`config.mk`:
```
export PLATFORM = sky130hd
export DESIGN_NAME = txd_ring_walker
export DESIGN_NICKNAME = d
export VERILOG_FILES = /design/src/rtl/txd_pkg.sv /design/src/rtl/txd_rule.sv /design/src/rtl/txd_credit.sv /design/src/rtl/txd_ring_walker.sv
export SDC_FILE = /design/constraint.sdc
export NUM_CORES = 1
export LEC_CHECK = 0
export ABC_CLOCK_PERIOD_IN_PS = 7920
export BUFFER_PORTS_ARGS = -buffer_cell sky130_fd_sc_hd__buf_2
export CORE_AREA = 3 3 91 93
export CTS_BUF_LIST = sky130_fd_sc_hd__clkbuf_4 sky130_fd_sc_hd__clkbuf_8
export CTS_CLUSTER_SIZE = 14
export DETAILED_ROUTE_END_ITERATION = 10
export DIE_AREA = 0 0 94 96
export PLACE_DENSITY = 0.87
export SYNTH_ARGS = -nofsm -noshare
export SYNTH_HDL_FRONTEND = slang
export SYNTH_HIERARCHICAL = 1
export SYNTH_SLANG_ARGS = --single-unit
```
`constraint.sdc`:
```
create_clock -name clk -period 7.92 [get_ports clk]
set_input_delay 0.396 -clock clk [delete_from_list [all_inputs] [get_ports clk]]
set_output_delay 0.396 -clock clk [all_outputs]
set_load 0.02 [all_outputs]
```
`src/rtl/txd_pkg.sv`:
```
package txd_pkg;
   typedef enum logic [1:0] {
      TXD_IDLE = 2'd0,
      TXD_WAIT = 2'd1,
      TXD_HALT = 2'd2
   } txd_state_e;
endpackage

```
`src/rtl/txd_rule.sv`:
```
// Boundary and field rules for one descriptor against the predicted packet position.
module txd_rule #(
   parameter int OPT_W = 4,
   parameter int LEN_W = 8,
   parameter int DW    = 1 + OPT_W + 2 * LEN_W
) (
   input  logic [DW-1:0]    word,
   input  logic             expect_sop,
   input  logic [LEN_W-1:0] rem,
   output logic             bad,
   output logic             eop,
   output logic [LEN_W-1:0] rem_next
);
   localparam int PKT_LSB = LEN_W;
   localparam int OPT_LSB = 2 * LEN_W;
   localparam int SOP_BIT = DW - 1;

   logic             sop;
   logic [OPT_W-1:0] opts;
   logic [LEN_W-1:0] pkt_len;
   logic [LEN_W-1:0] buf_len;
   logic [LEN_W-1:0] base;

   always_comb begin
      sop      = word[SOP_BIT];
      opts     = word[OPT_LSB +: OPT_W];
      pkt_len  = word[PKT_LSB +: LEN_W];
      buf_len  = word[LEN_W-1:0];
      base     = expect_sop ? pkt_len : rem;
      bad      = (sop != expect_sop) || (sop && (opts == '0)) || (!sop && (opts != '0));
      eop      = (buf_len >= base);
      rem_next = base - buf_len;
   end
endmodule

```
`src/rtl/txd_credit.sv`:
```
// Descriptor credit count: signed software increment, one decrement per consumed descriptor.
module txd_credit #(
   parameter int CNT_W = 8
) (
   input  logic             clk,
   input  logic             rst_n,
   input  logic             add_vld,
   input  logic [CNT_W-1:0] add_val,
   input  logic             dec,
   output logic [CNT_W-1:0] cnt
);
   logic [CNT_W-1:0] add_term;

   assign add_term = add_vld ? add_val : '0;

   always_ff @(posedge clk) begin
      if (!rst_n) cnt <= '0;
      else        cnt <= cnt + add_term - {{(CNT_W-1){1'b0}}, dec};
   end

   // adding the negation of the count empties it
   p_neg_clears_r3: assert property (@(posedge clk) disable iff (!rst_n)
      (add_vld && !dec && (add_val == (~cnt + 1'b1))) |=> (cnt == '0));

   // a consumed descriptor takes exactly one credit
   p_dec_one_r2: assert property (@(posedge clk) disable iff (!rst_n)
      (!add_vld && dec) |=> (cnt == $past(cnt) - 1'b1));
endmodule

```
`src/rtl/txd_ring_walker.sv`:
```
module txd_ring_walker
   import txd_pkg::*;
#(
   parameter int RING_DEPTH = 8,
   parameter int CNT_W      = 8,
   parameter int LEN_W      = 8,
   parameter int OPT_W      = 4,
   parameter bit WB_SUPPORT = 1'b1,
   localparam int IDX_W     = (RING_DEPTH > 1) ? $clog2(RING_DEPTH) : 1,
   localparam int DW        = 1 + OPT_W + 2 * LEN_W
) (
   input  logic             clk,
   input  logic             rst_n,
   input  logic             chan_en,
   input  logic             cfg_wb_en,
   input  logic             cfg_pause,
   input  logic             cfg_fc_en,
   input  logic             cfg_fc_sel,
   input  logic             fc_req,
   input  logic             cnt_add_vld,
   input  logic [CNT_W-1:0] cnt_add_val,
   output logic [CNT_W-1:0] desc_cnt,
   output logic             desc_rd_req,
   output logic [IDX_W-1:0] desc_rd_idx,
   input  logic             desc_rd_vld,
   input  logic [DW-1:0]    desc_rd_word,
   output logic             desc_wr_en,
   output logic [IDX_W-1:0] desc_wr_idx,
   output logic [DW-1:0]    desc_wr_word,
   output logic             dreq_vld,
   output logic [LEN_W-1:0] dreq_len,
   output logic [OPT_W-1:0] dreq_opts,
   output logic             dreq_sop,
   output logic             dreq_eop,
   output logic             desc_err
);
   localparam int SOP_BIT = DW - 1;
   localparam int OPT_LSB = 2 * LEN_W;

   if (RING_DEPTH < 2) begin : g_bad_depth
      $error("RING_DEPTH must be at least 2");
   end
   if (CNT_W < IDX_W) begin : g_bad_cnt
      $error("CNT_W must cover the ring depth");
   end
   if (LEN_W < 1 || OPT_W < 1) begin : g_bad_fields
      $error("LEN_W and OPT_W must be positive");
   end

   txd_state_e       state;
   logic [IDX_W-1:0] idx, idx_nxt, sop_idx;
   logic [DW-1:0]    sop_word;
   logic             at_bnd;
   logic [LEN_W-1:0] rem;
   logic             chk_bad, chk_eop;
   logic [LEN_W-1:0] chk_rem;
   logic             hold, accept, wb_on;
   logic [DW-1:0]    wb_src;

   // Slot pointer wrap: free-running when the depth fills the index, compared otherwise
   if ((1 << IDX_W) == RING_DEPTH) begin : g_wrap_pow2
      assign idx_nxt = idx + 1'b1;
   end else begin : g_wrap_cmp
      assign idx_nxt = (idx == IDX_W'(RING_DEPTH - 1)) ? '0 : idx + 1'b1;
   end

   if (WB_SUPPORT) begin : g_wb
      assign wb_on = cfg_wb_en;
   end else begin : g_no_wb
      assign wb_on = 1'b0;
   end

   txd_rule #(.OPT_W(OPT_W), .LEN_W(LEN_W), .DW(DW)) u_rule (
      .word       (desc_rd_word),
      .expect_sop (at_bnd),
      .rem        (rem),
      .bad        (chk_bad),
      .eop        (chk_eop),
      .rem_next   (chk_rem)
   );

   assign accept = chan_en && (state == TXD_WAIT) && desc_rd_vld && !chk_bad;
   assign hold   = cfg_pause || (cfg_fc_en && cfg_fc_sel && fc_req);
   assign wb_src = at_bnd ? desc_rd_word : sop_word;
   assign desc_rd_idx = idx;

   txd_credit #(.CNT_W(CNT_W)) u_credit (
      .clk     (clk),
      .rst_n   (rst_n),
      .add_vld (cnt_add_vld),
      .add_val (cnt_add_val),
      .dec     (accept),
      .cnt     (desc_cnt)
   );

   always_ff @(posedge clk) begin
      if (!rst_n) begin
         state        <= TXD_IDLE;
         idx          <= '0;
         sop_idx      <= '0;
         sop_word     <= '0;
         at_bnd       <= 1'b1;
         rem          <= '0;
         desc_err     <= 1'b0;
         desc_rd_req  <= 1'b0;
         desc_wr_en   <= 1'b0;
         desc_wr_idx  <= '0;
         desc_wr_word <= '0;
         dreq_vld     <= 1'b0;
         dreq_len     <= '0;
         dreq_opts    <= '0;
         dreq_sop     <= 1'b0;
         dreq_eop     <= 1'b0;
      end else begin
         desc_rd_req <= 1'b0;
         desc_wr_en  <= 1'b0;
         dreq_vld    <= 1'b0;
         if (!chan_en) begin
            state    <= TXD_IDLE;
            idx      <= '0;
            at_bnd   <= 1'b1;
            desc_err <= 1'b0;
         end else begin
            unique case (state)
               TXD_IDLE: begin
                  if ((desc_cnt != '0) && !(at_bnd && hold)) begin
                     desc_rd_req <= 1'b1;
                     state       <= TXD_WAIT;
                  end
               end
               TXD_WAIT: begin
                  if (desc_rd_vld) begin
                     if (chk_bad) begin
                        desc_err <= 1'b1;
                        state    <= TXD_HALT;
                     end else begin
                        dreq_vld  <= 1'b1;
                        dreq_len  <= desc_rd_word[LEN_W-1:0];
                        dreq_opts <= desc_rd_word[OPT_LSB +: OPT_W];
                        dreq_sop  <= at_bnd;
                        dreq_eop  <= chk_eop;
                        if (at_bnd) begin
                           sop_idx  <= idx;
                           sop_word <= desc_rd_word;
                        end
                        if (chk_eop && wb_on) begin
                           desc_wr_en   <= 1'b1;
                           desc_wr_idx  <= at_bnd ? idx : sop_idx;
                           desc_wr_word <= {1'b0, wb_src[DW-2:0]};
                        end
                        rem    <= chk_rem;
                        at_bnd <= chk_eop;
                        idx    <= idx_nxt;
                        state  <= TXD_IDLE;
                     end
                  end
               end
               default: state <= TXD_HALT;
            endcase
         end
      end
   end

   // error holds while the channel stays enabled
   p_err_sticky_r12: assert property (@(posedge clk) disable iff (!rst_n)
      (desc_err && chan_en) |=> desc_err);

   // a halted channel issues no reads
   p_err_no_read_r12: assert property (@(posedge clk) disable iff (!rst_n)
      desc_err |-> !desc_rd_req);

   // reads only against a nonzero credit count
   p_read_credit_r2: assert property (@(posedge clk) disable iff (!rst_n)
      desc_rd_req |-> ($past(desc_cnt) != '0));

   // data requests are single-cycle strobes
   p_dreq_pulse_r7: assert property (@(posedge clk) disable iff (!rst_n)
      dreq_vld |=> !dreq_vld);

   // writeback coincides with the closing data request
   p_wb_with_eop_r8: assert property (@(posedge clk) disable iff (!rst_n)
      desc_wr_en |-> (dreq_vld && dreq_eop));

   // written-back word has its start flag cleared
   p_wb_sop_clear_r8: assert property (@(posedge clk) disable iff (!rst_n)
      desc_wr_en |-> !desc_wr_word[SOP_BIT]);

   // after a packet closes under pause, no new read starts
   p_pause_gate_r10: assert property (@(posedge clk) disable iff (!rst_n)
      (dreq_vld && dreq_eop && cfg_pause) |=> !desc_rd_req);
endmodule

```
After elaboration in Yosys (flattened, before gate mapping). Index checks and enable logic that the tools add are counted.

Flip-flop bits (word level): 86. Output and inout bits: 53.

Mux-type cells: 11. $lt $le $gt $ge: 1. Equality and inequality tests: 4. Reductions and logical operators: 29. Bitwise logic cells: 5. $add $sub $neg: 4.

Operators with widths (count): $mux 20 (1); $mux 8 (2); $logic_and 1x1->1 (10); $reduce_and 3->1 (3); $add 8x8->8 (1); $ge 8x8->1 (1); $reduce_and 4->1 (2); $reduce_bool 8->1 (1); $sub 8x1->8 (1); $sub 8x8->8 (1); $mux 2 (3); $not 1->1 (5); $reduce_and 5->1 (1); $reduce_or 5->1 (1); $logic_not 4->1 (1); $ne 2x2->1 const B (2); $pmux 2 s2 (1); $reduce_and 2->1 (2); $reduce_bool 4->1 (1); $add 3x1->3 const B (1); $logic_not 1->1 (3); $logic_or 1x1->1 (3); $mux 1 (3); $mux 3 (1); other kinds (3) (3).

Depth between registers and ports, before layout. Gate-level depths: netlist (run 1).

Depth after elaboration: 8. Depth in mapped cells: 15. Mapped depth without buffers: 14.

By module. The synthesis (run 1) kept the hierarchy.

Modules (own cells, without submodules): txd_ring_walker (sequential area each 1561.5 µm², area each 3372.0 µm², cells an instance 361, times used 1); txd_credit (sequential area each 160.2 µm², area each 752.0 µm², cells an instance 92, times used 1); txd_rule (sequential area each 0.0 µm², area each 530.5 µm², cells an instance 71, times used 1).

Worst setup path after synthesis (run 1). Ideal clock, no wire load.

Path kind: input to register. Start: in desc_rd_word[17]. End: reg u_credit.cnt[6]. Cell stages on the path: 14. Setup time: 0.120 ns. Path buffers: 0. Data required time: 7.800 ns. Arrival: 2.998 ns. Slack: 4.802 ns. Cell sequence: or4_4 and3_4 nor2_1 nand3b_1 nor2_1 ha_1 inv_1 ha_1 inv_1 fa_1 nor2b_4 o31ai_1 a21oi_1 nor3b_2.

Word-level cells in the longest chain between the ends: 7. Elaborated cells on any way between the ends: 9. Classes of those cells: 1 x add/sub; 8 x reduce/logical.

Ends and longest elaborated chain: start: declaration (line txd_ring_walker.sv:26) `input logic [DW-1:0] desc_rd_word,`; $logic_not 4->1 (line txd_rule.sv:30) `bad = (sop != expect_sop) || (sop && (opts == '0)) || (!sop && (opts != '0));`; $logic_and 1x1->1 (line txd_rule.sv:30); $logic_or 1x1->1 (line txd_rule.sv:30); $logic_or 1x1->1 (*) (line txd_rule.sv:30); named net chk_bad (line txd_ring_walker.sv:55) `logic chk_bad, chk_eop;`; $logic_not 1->1 (*) (line txd_ring_walker.sv:82) `assign accept = chan_en && (state == TXD_WAIT) && desc_rd_vld && !chk_bad;`; $logic_and 1x1->1 (*) (line txd_ring_walker.sv:82); named net accept (line txd_ring_walker.sv:57) `logic hold, accept, wb_on;`; $sub 8x1->8 (*) (line txd_credit.sv:18) `else cnt <= cnt + add_term - {{(CNT_W-1){1'b0}}, dec};`; end signal: assignment (line txd_credit.sv:18); end: declaration (line txd_credit.sv:10) `output logic [CNT_W-1:0] cnt`.

Mark *: on every way through the listed nets, which the timed path passes. The rest lies on a longest branch. A chain may end at the register's enable or synchronous reset.

Worst setup path after layout (run 1).
Start: reg at_bnd. End: reg desc_wr_word[14].

Elaborated cells on any way between the ends: 9. Classes of those cells: 1 x order compare; 1 x eq/ne; 2 x mux; 1 x bitwise; 4 x reduce/logical.

RTL lines: start: declaration (line txd_ring_walker.sv:53) `logic at_bnd;`; start signal: assignment (line txd_ring_walker.sv:152) `at_bnd <= chk_eop;`; $mux 8 (line txd_rule.sv:29) `base = expect_sop ? pkt_len : rem;`; $ge 8x8->1 (line txd_rule.sv:31) `eop = (buf_len >= base);`; named net chk_eop (line txd_ring_walker.sv:55); $logic_and 1x1->1 (line txd_ring_walker.sv:146) `if (chk_eop && wb_on) begin`; $reduce_and 5->1 (no line); end signal: assignment (line txd_ring_walker.sv:149) `desc_wr_word <= {1'b0, wb_src[DW-2:0]};`; end: declaration (line txd_ring_walker.sv:29) `output logic [DW-1:0] desc_wr_word,`.

The timed path passes the listed nets, and every way through them passes these cells.

==> impl_metrics.yaml, run 1 <==
synthesis:
  syn_avg_cell_area_sq_um: 8.88
  yosys.area.top_type: "dfxtp_1"
  ys_seq_area_share_pct: 37.0
  ys_types: 59
  yosysTopAreaCellShare_pct: 37.0
  ys_ff_latch: 86
  syn-cell-area_sq_um: 4650
  synth_nets: 588
  synth_edf_count: 0
  yosysWarnings: 6
  netlist_top_cells_area: "dfxtp_1 (37%), nand3_1 (7.5%), ha_1 (6.2%)"
  syn_inst: 524
  ys.flop_type: "dfxtp_1"
  synthArstFlopShare_pct: 0
critical_path:
  cp_slowest_stage_delay_ps: 980
  r2r_slack_ps: 3640
  critical_path_class: "register to register"
  slowest_stage: "dfxtp_2"
  worstPathCellList: "mux2i_1, ha_1, inv_1, fa_1, nand3_1, a21oi_1, a21o_1, o22ai_1, and3_1, and2_1, o211a_1"
  cp_max_fo: 36
  r2r_start: "at_bnd$_SDFFE_PN1P_"
  startpoint_type: "register"
  cp.required_ps: 8220
  endpoint_kind: "register"
  r2r_end: "desc_wr_word[14]$_SDFFE_PN0P_"
  r2r_cells: 11
  cp.arrival_ps: 4580
detailed_routing:
  drt-pass1-iter-count: 5
  drc: 0
  first_iter_violations: 405
  drt.antenna.violating_nets: 0
  routed_wl_um: 11300
  vias: 4146
  viasPerCell: 5.97
  wl_per_cell_um: 16.2
floorplan:
  start_util_pct: 61.2
  fp.dieArea_sq_um: 9020
  rows: 32
  die_w_um: 94
  core_sq_um: 7610
  chipHeight_um: 96
  ios: 92
timing:
  setup_ws_ps: 3640
  skew_ps: 14.9
  setup_viol: 0
  min_period_ps: 4280
  relSlewSlack_pct: 21.9
  tns_ps: 0
  fmax_ghz: 0.233
  tightest_slew_ps: 1170
  hold_viol_final: 0
  fin_crit_sh_pct: 54.1
  drv_slew: 0
  rsz0062_at_grt: "no"
hold_path:
  min-delay-start: "chan_en"
  hold_end: "at_bnd$_SDFFE_PN1P_"
  hold_depth: 2
  hold_class: "input pin to register"
pwr:
  peakVddDrop_v: 0.000177
  power_density_nw_per_um2: 209
  p_leak_nw: 2.66
global_route:
  grt_pass1_wl_um: 18200
  grt.total_usage_pct: 25.2
  antenna_found_initial: 0
  overflow: 0
  grt_pass1_vias: 3860
  grt_max_degree: 77
clocking:
  clk_pin_slew_ps: 90
  clkSinkCount: 86
  ctsHoldBuffers: 0
  clock-root-buffer: "clkbuf_8"
  cts_max_level: 3
  clk_path_buf_depth: 2
  post_cts_buffers: 0
  cts-buffers-inserted: 9
  ctsResizeCount: 0
  cts_tree: "yes"
  clock_latency_ps: 360
placed_design:
  portBuffers: 90
  postPlaceCellArea_sq_um: 5050
  hpwlAfterDp_um: 7910
  gp_congestion: 0.896
  pre_cts_slack_ps: 3720
cells_and_area:
  final_area_sq_um: 5240
  syn_to_final_growth_pct: 12.5
  diodes: 0
  nets: 651
  drive_gt1_share_pct: 21.6
  utilization_pct: 68.8
flow_run:
  cap_violations: 0
outcome:
  status: "finished clean"
==> critical path: cells and delay by family, from the launching register on <==
family                     cells  cell delay [ps]
AOI/OAI and AO/OA              4              690
adders and majority gates      2              620
buffers and inverters          1               60
DFF                            1              980
muxes                          1              270
and+or+nand+nor                3             1590
==> cell usage after synthesis (all sizes together), types with 3 or more instances <==
library cell / n
a21boi: 44
a21oi: 13
a31oi: 4
and2: 5
and3: 3
buf: 23
clkbuf: 18
dfxtp: 86
ha: 23
inv: 37
mux2: 7
mux2i: 24
nand2: 16
nand2b: 5
nand3: 70
nand4: 4
nor2: 11
nor2b: 3
nor3: 6
o211a: 26
o21a: 3
o21ai: 50
o31ai: 3
or3: 3
or4: 3
xnor2: 3
xor2: 4
==> registers in the layout, indices dropped and copies added, names as in the netlist, 2 cells and up <==
| register | cells |
|---|---|
| desc_rd_idx | 3 |
| desc_wr_idx | 3 |
| desc_wr_word | 20 |
| dreq_len | 8 |
| dreq_opts | 4 |
| rem | 8 |
| sop_idx | 3 |
| sop_word | 20 |
| state | 2 |
| u_credit/cnt | 8 |
==> per-layer routing <==
layer	vias up	track usage [%]	wire, um
met2	197	40.0	5210
met1	1926	34.7	4960
met3	14	5.16	925
met4	0	7.70	163
met5	-	0	0
li1	2009	-	-
==> area by class of cell <==
class	count	area, sq um
well taps	102	128
fillers	590	2370
multi-input cells	360	2590
clock buffers	9	124
repair buffers	93	473
flip-flops and latches	86	1720
inverters	37	139
clock inverters	7	65.1
==> placed cells by master (no fill, tap or decap), types with 3 or more instances in the layout <==
master,count
a21boi_0,38
a21boi_1,6
a21oi_1,12
a31oi_1,4
and2_1,5
buf_2,90
buf_4,3
clkbuf_8,9
clkinv_4,3
dfxtp_1,85
ha_1,23
inv_1,37
mux2_2,7
mux2i_1,24
nand2_1,16
nand2b_1,5
nand3_1,70
nand4_1,4
nor2_1,11
nor3_1,5
o211a_1,26
o21a_1,3
o21ai_0,49
or3_1,3
xnor2_1,3
xor2_1,4
==> kinds of logic (layout without fill, tap and decap cells) <==
group                    Yosys count  in the layout  synth area share (%)
AO/OA/AOI/OAI                    156            156                  23.6
adder cells (fa/ha/maj)           25             25                  7.04
XOR/XNOR                           7              7                  1.32
other                              1              1                0.0806
AND/OR/NAND/NOR                  140            140                  16.6
flip-flops                        86             86                  37.0
multiplexers                      31             31                  6.85
buffers and inverters             78            146                  7.45
==> report_power, final <==
part	internal (mW)	total, mW	switching [mW]
sequential	0.451	0.465	0.0135
clock	0.121	0.298	0.177
combinational	0.135	0.333	0.198
==> metrics by stage <==
step	hold WS, ps	total power, mW	std cells
4_1_cts	280	1.10	694
3_5_place_dp	436	0.802	678
6_report	295	1.10	694
3_3_place_gp	437	0.790	678
2_1_floorplan	450	0.725	524
5_1_grt	284	1.15	694
==> how the worst max path moves through the flow <==
stage / start / to / cells past startpoint
after floorplan: desc_rd_word[17] / u_credit/cnt[6]$_SDFF_PN0_ / 14
after global placement: at_bnd$_SDFFE_PN1P_ / desc_wr_word[0]$_SDFFE_PN0P_ / 11
after detailed placement: at_bnd$_SDFFE_PN1P_ / desc_wr_word[1]$_SDFFE_PN0P_ / 11
after CTS: at_bnd$_SDFFE_PN1P_ / desc_wr_word[14]$_SDFFE_PN0P_ / 11
after global routing: at_bnd$_SDFFE_PN1P_ / desc_wr_word[13]$_SDFFE_PN0P_ / 11
final: at_bnd$_SDFFE_PN1P_ / desc_wr_word[14]$_SDFFE_PN0P_ / 11
(Power assumes the default switching activity.)
==> inputs of run 2 (changes only) <==
- ABC_CLOCK_PERIOD_IN_PS: 7920 -> 3750
- CORE_AREA: 3 3 91 93 -> 3 3 99 101
- DIE_AREA: 0 0 94 96 -> 0 0 102 104
- PLACE_DENSITY: 0.87 -> 0.78
- clock period: 7.92 -> 3.75 ns (I/O delays scaled with it)
==> impl_metrics.yaml, run 2 (synthesis results as in run 1) <==
floorplan:
  core_sq_um: 9110
  rows: 35
  ios: 92
  start_util_pct: 51.1
  die_w_um: 102
  chipHeight_um: 104
  fp.dieArea_sq_um: 10600
pwr:
  p_seq_share_pct: 39.7
  p_leak_nw: 2.71
  peakVddDrop_v: 0.000383
  switching_power_mw: 0.790
  p_int_mw: 1.68
  power_density_nw_per_um2: 462
  switching_share_pct: 31.9
  power_frac_clock_pct: 31.7
  power_mw: 2.47
  pwr-share-comb_pct: 28.5
clocking:
  cts-buffers-inserted: 9
  post_cts_buffers: 0
  ctsHoldBuffers: 0
  clk_pin_slew_ps: 90
  clkSinkCount: 86
  cts_max_level: 3
  ctsResizeCount: 0
  cts_tree: "yes"
  clock-root-buffer: "clkbuf_8"
  clk_path_buf_depth: 2
  clock_latency_ps: 360
detailed_routing:
  drc: 0
  wl_per_cell_um: 16.0
  routed_wl_um: 11400
  vias: 4155
  drt.antenna.violating_nets: 0
  first_iter_violations: 276
  drt-pass1-iter-count: 5
  viasPerCell: 5.85
timing:
  fmax_ghz: 0.316
  skew_ps: 13.0
  relSlewSlack_pct: 42.2
  tns_ps: 0
  drv_slew: 0
  hold_viol_final: 0
  hold_slack_ps: 79.4
  tightest_slew_ps: 867
  min_period_ps: 3160
  setup_viol: 0
  rsz0062_at_grt: "no"
  fin_crit_sh_pct: 84.3
cells_and_area:
  mostFrequentLayoutCell: "buf_2"
  layout_common_cells: "buf_2 (90), dfxtp_1 (85), nand3_1 (70)"
  reg_top3: "desc_wr_word x20, sop_word x20"
  nets: 658
  syn_to_final_growth_pct: 15.1
  drive_gt1_share_pct: 22.5
  diodes: 0
critical_path:
  slowest_stage: "dfxtp_2"
  endpoint_kind: "register"
  cp_slowest_stage_delay_ps: 720
  r2r_start: "at_bnd$_SDFFE_PN1P_"
  critical_path_class: "register to register"
  cp.arrival_ps: 3410
  cp_max_fo: 21
  startpoint_type: "register"
  worstPathCellList: "buf_4, and3_4, nor2_1, nand3b_1, nor2_1, ha_1, inv_1, ha_1, inv_1, fa_1, nor2b_4, o31ai_1, a21oi_1, nor3b_2"
  crit_start: "at_bnd$_SDFFE_PN1P_"
  cp.required_ps: 4000
global_route:
  grt.total_usage_pct: 21.6
  grt_max_degree: 76
  overflow: 0
  grt_pass1_vias: 3793
  grt_pass1_wl_um: 18700
  antenna_found_initial: 0
flow_run:
  cap_violations: 0
placed_design:
  portBuffers: 90
  hpwlAfterDp_um: 7980
  gp_congestion: 0.950
hold_path:
  min-delay-start: "chan_en"
  hold_class: "input pin to register"
outcome:
  status: "finished clean"
[run 2: cell count changes in the layout (fill, tap and decap cells not counted), sizes merged]
cell      change
inv           -3
bufinv        +3
buf           +7
clkinvlp      +1
clkinv        -1
[run 2: per-stage QoR]
step / area, sq um / util [%] / worst slack (ps) / instances
floorplan: 4650 / - / 840 / 524
global placement: 5110 / 56.1 / 702 / 694
detailed placement: 5110 / 56.1 / 625 / 694
CTS: 5360 / 58.8 / 602 / 710
global route: 5360 / 58.8 / 339 / 710
finish: 5360 / 58.8 / 590 / 710
[run 2: power by group through the flow]
stage / clock network, mW / logic (mW) / registers [mW]
after global placement: 0 / 0.676 / 1.00
final: 0.785 / 0.705 / 0.983
after floorplan: 0 / 0.494 / 1.04
after CTS: 0.801 / 0.700 / 0.982
after detailed placement: 0 / 0.695 / 1.00
after global routing: 0.830 / 0.787 / 0.988
[run 2: worst max-delay path: cells and delay by family, from the launching register on]
kind / cells / cell delay [ps]
adder cells (fa/ha/maj): 3 / 860
AND/OR/NAND/NOR: 6 / 830
flip-flops: 1 / 720
buffers and inverters: 3 / 400
AO/OA/AOI/OAI: 2 / 250
[run 2: path summary, 6_finish.rpt]
path,to,slack (ps),cells past startpoint
worst max register to register,u_credit/cnt[6]$_SDFF_PN0_,590,14
worst max-delay path,u_credit/cnt[6]$_SDFF_PN0_,590,14
worst min-delay path,at_bnd$_SDFFE_PN1P_,80,2
worst min register to register,desc_err$_SDFFE_PN0P_,450,2
[run 2: cell type report]
cell class / instances / area [sq um]
Inverter: 37 / 139
Tap cell: 111 / 139
Timing Repair Buffer: 100 / 526
Sequential cell: 86 / 1720
Multi-Input combinational cell: 360 / 2590
Fill cell: 817 / 3750
Clock inverter: 7 / 123
Clock buffer: 9 / 124
[run 2: routing by layer]
metal | vias up | GRT usage (%) | wire length, um
met3 | 24 | 3.76 | 766
met1 | 1946 | 30.8 | 5260
met5 | - | 0 | 0
met4 | 0 | 8.34 | 229
li1 | 2018 | - | -
met2 | 167 | 32.2 | 5110
==> inputs of run 3 (changes only) <==
- ABC_CLOCK_PERIOD_IN_PS: 3750 -> 2900
- clock period: 3.75 -> 2.9 ns (I/O delays scaled with it)
==> impl_metrics.yaml, run 3 (synthesis results as in run 1) <==
placed_design:
  portBuffers: 90
  placed_cells: 702
  hpwlAfterDp_um: 8290
  gp_congestion: 0.928
detailed_routing:
  drt.antenna.violating_nets: 0
  drt-pass1-iter-count: 7
  routed_wl_um: 11700
  drc: 0
  first_iter_violations: 294
  wl_per_cell_um: 16.4
  viasPerCell: 5.91
  vias: 4241
flow_run:
  cap_violations: 0
timing:
  hold_viol_final: 0
  skew_ps: 11.3
  drv_slew: 0
  setup_viol: 0
  min_period_ps: 2740
  rsz0062_at_grt: "no"
  fin_crit_sh_pct: 94.3
  tightest_slew_ps: 882
  fmax_ghz: 0.366
  relSlewSlack_pct: 41.2
critical_path:
  cp_slowest_stage_delay_ps: 440
  cp.required_ps: 3200
  critical_path_class: "register to register"
  slowest_stage: "dfxtp_4"
  worstPathCellList: "mux2i_1, ha_1, inv_1, fa_1, nand3_1, a21oi_1, a21o_1, o22ai_1, and3_1, and2_1, buf_12, o211a_1"
  cp.arrival_ps: 3040
  startpoint_type: "register"
  endpoint_kind: "register"
  cp_max_fo: 23
global_route:
  overflow: 0
  grt_pass1_vias: 3857
  grt_max_degree: 72
  grt.total_usage_pct: 22.0
  antenna_found_initial: 0
  grt_pass1_wl_um: 18900
cells_and_area:
  seq_area_sq_um: 1730
  fillCellCount: 809
  final_cell_count_no_fill: 718
  mostFrequentLayoutCell: "buf_2"
  drive_gt1_share_pct: 23.6
  reg_top3: "desc_wr_word x20, sop_word x20"
  diodes: 0
  layout_common_cells: "buf_2 (90), dfxtp_1 (85), nand3_1 (70)"
  multi_input_area_sq_um: 2590
  syn_to_final_growth_pct: 15.6
  nets: 666
clocking:
  cts-buffers-inserted: 9
  clock_latency_ps: 360
  ctsHoldBuffers: 0
  clk_pin_slew_ps: 100
  clock-root-buffer: "clkbuf_8"
  cts_tree: "yes"
  cts_max_level: 3
  post_cts_buffers: 0
  clk_path_buf_depth: 2
  clkSinkCount: 86
floorplan:
  ios: 92
  core_sq_um: 9110
  chipHeight_um: 104
  die_w_um: 102
  fp.dieArea_sq_um: 10600
  start_util_pct: 51.1
  rows: 35
pwr:
  pwr-share-comb_pct: 30.8
  power_density_nw_per_um2: 558
  switching_share_pct: 34.9
  p_leak_nw: 2.74
  p_seq_share_pct: 42.3
  power_frac_clock_pct: 26.9
  power_mw: 3.00
  peakVddDrop_v: 0.000455
  p_int_mw: 1.95
  switching_power_mw: 1.05
hold_path:
  hold_class: "input pin to register"
outcome:
  status: "finished clean"
## run 3: worst paths after layout
kind                                             from                             to  slack (ps)  cells after the start
worst min register to register  desc_err$_SDFFE_PN0P_          desc_err$_SDFFE_PN0P_         450                      2
worst min-delay path                          chan_en            at_bnd$_SDFFE_PN1P_          40                      2
worst max-delay path              at_bnd$_SDFFE_PN1P_  desc_wr_word[18]$_SDFFE_PN0P_         160                     12
worst max register to register    at_bnd$_SDFFE_PN1P_  desc_wr_word[18]$_SDFFE_PN0P_         160                     12
## run 3: layout make-up
class / instances / share of cell area (%)
inverters: 37 / 2.58
clock buffers: 10 / 2.56
repair buffers: 108 / 11.3
well taps: 111 / 2.58
flip-flops and latches: 86 / 32.1
clock inverters: 6 / 0.814
multi-input cells: 360 / 48.1
## run 3: critical path: cells and delay by family (launching register included)
kind | cells | cell delay [ps]
adder cells (fa/ha/maj) | 2 | 620
flip-flops | 1 | 440
buffers and inverters | 2 | 240
AND/OR/NAND/NOR | 3 | 580
AO/OA/AOI/OAI | 4 | 560
multiplexers | 1 | 220
## run 3: power by group through the flow
stage               combinational (mW)  sequential (mW)  clock (mW)
finish                           0.925             1.27       0.806
global route                      1.02             1.28       0.868
CTS                              0.915             1.27       0.821
detailed placement               0.907             1.30           0
global placement                 0.883             1.29           0
floorplan                        0.639             1.34           0
## run 3: per-layer routing
layer  GRT usage [%]  vias to the layer above  part of all wire (%)  wire, um
li1                -                     2037                     -         -
met1            31.6                     2044                    48      5600
met2            32.6                      146                    45      5250
met3            5.70                       14                   6.3       740
met4            5.62                        0                   1.3       153
met5               0                        -                     0         0
## run 3: through the flow
stage	hold WS, ps	setup WS (ps)	util (%)	TNS, ps	instance area [sq um]
after floorplan	243	32.7	-	0	4650
after global placement	411	114	57.1	0	5200
after detailed placement	412	-18.8	57.1	-18.8	5200
after CTS	26.9	116	59.1	0	5380
after global routing	25.2	31.2	59.1	0	5380
final	35.0	164	59.1	0	5380
## run 3: repair_timing
item                       in CTS  in global routing
setup endpoints to repair       0                 19
hold endpoints to repair        0                  0
resized for setup               0                  1
